$ cat config.mk
export PLATFORM = sky130hd
export DESIGN_NAME = ext_bus_wait_ctrl
export DESIGN_NICKNAME = d
export VERILOG_FILES = /design/src/rtl/ebw_pkg.sv /design/src/rtl/ebw_wait_counter.sv /design/src/rtl/ebw_ack_tracker.sv /design/src/rtl/ext_bus_wait_ctrl.sv
export SDC_FILE = /design/constraint.sdc
export NUM_CORES = 1
export LEC_CHECK = 0
export ABC_AREA = 0
export CAP_MARGIN = 10
export CORE_ASPECT_RATIO = 1.75
export CORE_MARGIN = 2
export CORE_UTILIZATION = 45
export CTS_BUF_LIST = sky130_fd_sc_hd__clkbuf_16
export DETAILED_ROUTE_END_ITERATION = 6
export PLACE_DENSITY = 0.86
export SYNTH_ARGS = -nofsm -noshare
export SYNTH_HDL_FRONTEND = slang
export SYNTH_SLANG_ARGS = --single-unit
$ cat constraint.sdc
create_clock -name clk -period 4.27 [get_ports clk]
set_clock_uncertainty 0.1 [all_clocks]
set_input_delay 0.427 -clock clk [delete_from_list [all_inputs] [get_ports clk]]
set_output_delay 0.427 -clock clk [all_outputs]
set_load 0.005 [all_outputs]
$ cat src/rtl/ebw_pkg.sv
package ebw_pkg;
    localparam int DEF_ADDR_W = 24;
    localparam int DEF_DATA_W = 24;
    localparam int DEF_WS_W   = 4;

    typedef enum logic {
        PH_IDLE   = 1'b0,
        PH_ACTIVE = 1'b1
    } phase_e;
endpackage

$ cat src/rtl/ebw_wait_counter.sv
module ebw_wait_counter #(
    parameter int WS_W = 4
) (
    input  logic            clk,
    input  logic            rst_n,
    input  logic            load,
    input  logic [WS_W-1:0] limit_in,
    input  logic            step,
    output logic            min_met,
    output logic            limit_zero
);
    localparam logic [WS_W-1:0] CNT_MAX = {WS_W{1'b1}};

    typedef struct packed {
        logic [WS_W-1:0] cnt;
        logic [WS_W-1:0] lim;
    } cnt_state_t;

    cnt_state_t s_d, s_q;

    always_comb begin
        s_d = s_q;
        if (load) begin
            s_d.cnt = '0;
            s_d.lim = limit_in;
        end else if (step && (s_q.cnt != CNT_MAX)) begin
            s_d.cnt = s_q.cnt + 1'b1;
        end
    end

    always_ff @(posedge clk or negedge rst_n) begin
        if (!rst_n) s_q <= '0;
        else        s_q <= s_d;
    end

    assign min_met    = (s_q.cnt >= s_q.lim);
    assign limit_zero = (s_q.lim == '0);
endmodule

$ cat src/rtl/ebw_ack_tracker.sv
module ebw_ack_tracker (
    input  logic clk,
    input  logic rst_n,
    input  logic clear,
    input  logic sample_en,
    input  logic ack_n,
    output logic seen
);
    logic seen_d, seen_q;

    always_comb begin
        seen_d = seen_q;
        if (clear)                   seen_d = 1'b0;
        else if (sample_en && !ack_n) seen_d = 1'b1;
    end

    always_ff @(posedge clk or negedge rst_n) begin
        if (!rst_n) seen_q <= 1'b0;
        else        seen_q <= seen_d;
    end

    assign seen = seen_q;
endmodule

$ cat src/rtl/ext_bus_wait_ctrl.sv
module ext_bus_wait_ctrl
    import ebw_pkg::*;
#(
    parameter int ADDR_W = DEF_ADDR_W,
    parameter int DATA_W = DEF_DATA_W,
    parameter int WS_W   = DEF_WS_W
) (
    input  logic              clk,
    input  logic              rst_n,
    input  logic              req_valid,
    output logic              req_ready,
    input  logic              req_write,
    input  logic              req_dram,
    input  logic [ADDR_W-1:0] req_addr,
    input  logic [DATA_W-1:0] req_wdata,
    input  logic [WS_W-1:0]   wait_cfg,
    input  logic              bus_owner,
    input  logic              ack_n,
    output logic              rd_n,
    output logic              wr_n,
    output logic              strobe_oe,
    output logic [ADDR_W-1:0] addr_out,
    output logic [DATA_W-1:0] data_out,
    output logic              data_oe,
    input  logic [DATA_W-1:0] data_in,
    output logic              done,
    output logic [DATA_W-1:0] rdata
);
    typedef struct packed {
        phase_e            phase;
        logic              write;
        logic              dram;
        logic [ADDR_W-1:0] addr;
        logic [DATA_W-1:0] wdata;
        logic              done;
        logic [DATA_W-1:0] rdata;
    } ctl_state_t;

    ctl_state_t s_d, s_q;

    logic accept;
    logic active;
    logic finish;
    logic min_met;
    logic limit_zero;
    logic ack_seen;
    logic step_cnt;
    logic ack_sample;

    assign active     = (s_q.phase == PH_ACTIVE);
    assign req_ready  = !active && bus_owner;
    assign accept     = req_valid && req_ready;
    assign finish     = active && min_met && (limit_zero || s_q.dram || ack_seen);
    assign step_cnt   = active && !finish;
    assign ack_sample = active && !finish && bus_owner && !s_q.dram;

    ebw_wait_counter #(.WS_W(WS_W)) u_wait (
        .clk        (clk),
        .rst_n      (rst_n),
        .load       (accept),
        .limit_in   (wait_cfg),
        .step       (step_cnt),
        .min_met    (min_met),
        .limit_zero (limit_zero)
    );

    ebw_ack_tracker u_ack (
        .clk       (clk),
        .rst_n     (rst_n),
        .clear     (accept),
        .sample_en (ack_sample),
        .ack_n     (ack_n),
        .seen      (ack_seen)
    );

    always_comb begin
        s_d      = s_q;
        s_d.done = 1'b0;
        if (accept) begin
            s_d.phase = PH_ACTIVE;
            s_d.write = req_write;
            s_d.dram  = req_dram;
            s_d.addr  = req_addr;
            s_d.wdata = req_wdata;
        end else if (finish) begin
            s_d.phase = PH_IDLE;
            s_d.done  = 1'b1;
            if (!s_q.write) s_d.rdata = data_in;
        end
    end

    always_ff @(posedge clk or negedge rst_n) begin
        if (!rst_n) begin
            s_q       <= '0;
            s_q.phase <= PH_IDLE;
        end else begin
            s_q <= s_d;
        end
    end

    assign rd_n      = !(active && !s_q.write);
    assign wr_n      = !(active && s_q.write);
    assign strobe_oe = bus_owner;
    assign data_oe   = bus_owner && active && s_q.write;
    assign addr_out  = s_q.addr;
    assign data_out  = s_q.wdata;
    assign done      = s_q.done;
    assign rdata     = s_q.rdata;
endmodule

==> impl_results.md <==
- Share of layout cells above drive strength 1: 8.02%
- CTS Root Cell: clkbuf_16
- IO buf count: 160
- Hold slack: 0.172 ns
- Setup TNS: 0 ns
- RSZ-0062 raised after global routing: no
- Post-synth net total: 487
- Die X-Extent: 75.2 um
- Routed vias: 2779
- Pleak: 2.59 nW
- Worst setup EP type: flip-flop
- CTS resizes: 0
- Maximum number of pins on one net before global-route repair: 86
- Setup bufs post-CTS: 0
- CP arrival: 2.62 ns
- Hold buffer count at CTS: 0
- Drt first pass iters: 5
- Vias in the first global route: 2790
- Initial DRC Count: 93
- FMAX: 399 MHz
- Mean routed wirelength per cell: 14.1 um
- Startpoint Class: flip-flop
- Clk Latency, worst-skew pair: 0.33 ns
- First-pass GRT wire length: 13.0 mm
- Worst path required time: 4.38 ns
- Fin. Hold Viols: 0
- TritonCTS clock tree: done
- Tcrit/Tclk final: 58.7%
- Peak VDD IR: 0.000368 V
- Clock Sinks: 85
- Worst Setup Path Type: reg2reg
- GRT Total Usage: 17.9%
- N_diodes: 0
- Layout area overhead: 34.4%
- TritonCTS Buffers: 9
- Worst Setup SP: u_wait.s_q[4]
- Num rows: 45
- Die area: 0.00966 sq mm
- Reg2reg start: u_wait.s_q[4]
- Post-layout min period: 2.51 ns
- Overall Power: 3.78 mW
- Mapped Cells: 399
- Setup WS pre-CTS: 1.59 ns
- EDFF count, synth: 0
- Total gr overflow: 0
- Antenna viol nets, final: 0
- Core Region: 0.00867 sq mm
- Max Cap Viol: 0
- Pwr Density: 705 mW/mm^2
- Final wirelength: 8.49 mm
- Yosys warning count: 0
- Setup violators final: 0
- Actual slew at the worst max-slew pin: 1.07 ns
- CP Max Fanout: 24
- Reg clk slew, reported paths: 0.06 ns
- CTS H-tree lvls: 3
- GPL Wtd Cong: 0.759
- Final nets: 570
- Synth cell types: 25
- Die H: 129 um
- Hold Path Class: in2async
- Max Root-Sink Buffers: 2
- Dpl hpwl: 6.16 mm
- Synth Flop Type: dfrtp_1
- Status: complete, no violations
- # DRC: 0
- Initial Util: 46.0%
- Boundary pin count: 161
- Worst rel slew slack: 28.8%
- Vias per std cell: 4.61
- Synthesized cell area: 0.00399 sq mm
- Antenna violations before repair: 0
- Synthesized area per cell: 10.0 sq um
- Flops & latches, synth: 85
- Register area share after synthesis: 53.3%
- Final WS setup: 1.76 ns
- Final Max Slew Viols: 0
- Ys async rst share: 100%
-- flip-flops by register name (all words and copies together) (netlist names) --
| name | count |
|---|---|
| active | 1 |
| u_wait.s_q | 8 |
| done | 1 |
| rdata | 24 |
| s_q | 2 |
| u_ack.seen | 1 |
| addr_out | 24 |
| data_out | 24 |
-- layout make-up --
class	count	area, sq um
fill	710	3310
sequential	85	2130
timing repair buffer	160	1600
multi-input combinational	221	1220
clock buffer	9	225
tap	117	146
clock inverter	6	23.8
inverter	5	18.8
-- worst paths after layout --
path                            endpoint  slack (ns)  cells after the start
max in group asynchronous    addr_out[3]        3.22                      1
min reg2reg                  data_out[0]        0.37                      2
min                        u_wait.s_q[6]        0.17                      1
max                            rdata[14]        1.76                      7
max reg2reg                    rdata[14]        1.76                      7
min in group clk             data_out[0]        0.37                      2
-- routing by layer --
metal / global-route usage [%] / up-vias / share of wire (%)
met2: 30.2 / 126 / 53
met5: 0 / - / 0
met3: 5.95 / 17 / 7.5
li1: - / 1332 / -
met1: 19.7 / 1304 / 36
met4: 8.67 / 0 / 3.2
-- per-stage QoR --
stage / utilization (%) / cell area (sq um) / cells
after global routing: 61.8 / 5360 / 603
after CTS: 61.8 / 5360 / 603
after floorplan: - / 3990 / 399
final: 61.8 / 5360 / 603
after detailed placement: 59.0 / 5110 / 588
after global placement: 59.0 / 5110 / 588
-- cell usage after synthesis, types with 3 or more instances --
| cell | n | share of area (%) |
|---|---|---|
| o21ai_0 | 4 | 0.50 |
| buf_4 | 73 | 14 |
| dfrtp_1 | 85 | 53 |
| mux2_4 | 20 | 7.5 |
| mux2i_1 | 3 | 0.75 |
| nand2_1 | 163 | 15 |
| ha_1 | 5 | 1.6 |
| buf_6 | 3 | 0.85 |
| clkbuf_1 | 12 | 1.1 |
| inv_1 | 5 | 0.47 |
| mux2_2 | 4 | 1.1 |
| nor2_1 | 6 | 0.56 |
-- where the power goes --
part	switching, mW	internal (mW)
clock network	0.284	0.379
logic	0.601	1.07
registers	0.242	1.21
total	1.13	2.65
-- critical path: stages (launching register included) --
cell      delay, ns
dfrtp_1        0.41
inv_1          0.08
ha_1           0.28
nor3b_1        0.19
o21ai_1        0.14
and2_1         0.20
nand2b_2       0.57
mux2_2         0.41
-- placed cells by master (no fill, tap or decap), types with 2 or more instances in the layout --
| master | netlist | layout |
|---|---|---|
| nand2_1 | 163 | 162 |
| clkdlybuf4s50_1 | 0 | 159 |
| dfrtp_1 | 85 | 85 |
| mux2_4 | 20 | 20 |
| clkbuf_16 | 0 | 9 |
| inv_1 | 5 | 7 |
| nor2_1 | 6 | 6 |
| ha_1 | 5 | 5 |
| o21ai_0 | 4 | 4 |
| mux2_2 | 4 | 4 |
| mux2i_1 | 3 | 3 |
| clkinv_1 | 0 | 3 |
| a21oi_1 | 2 | 2 |
-- logic make-up after synthesis --
logic type | synth area share [%]
simple gates | 17.3
fa+ha+maj | 1.57
compound gates | 1.98
mux | 9.41
xor+xnor | 0.220
flops | 53.3
buf+inv | 16.2
No activity file was read; power rests on OpenSTA's default activity.
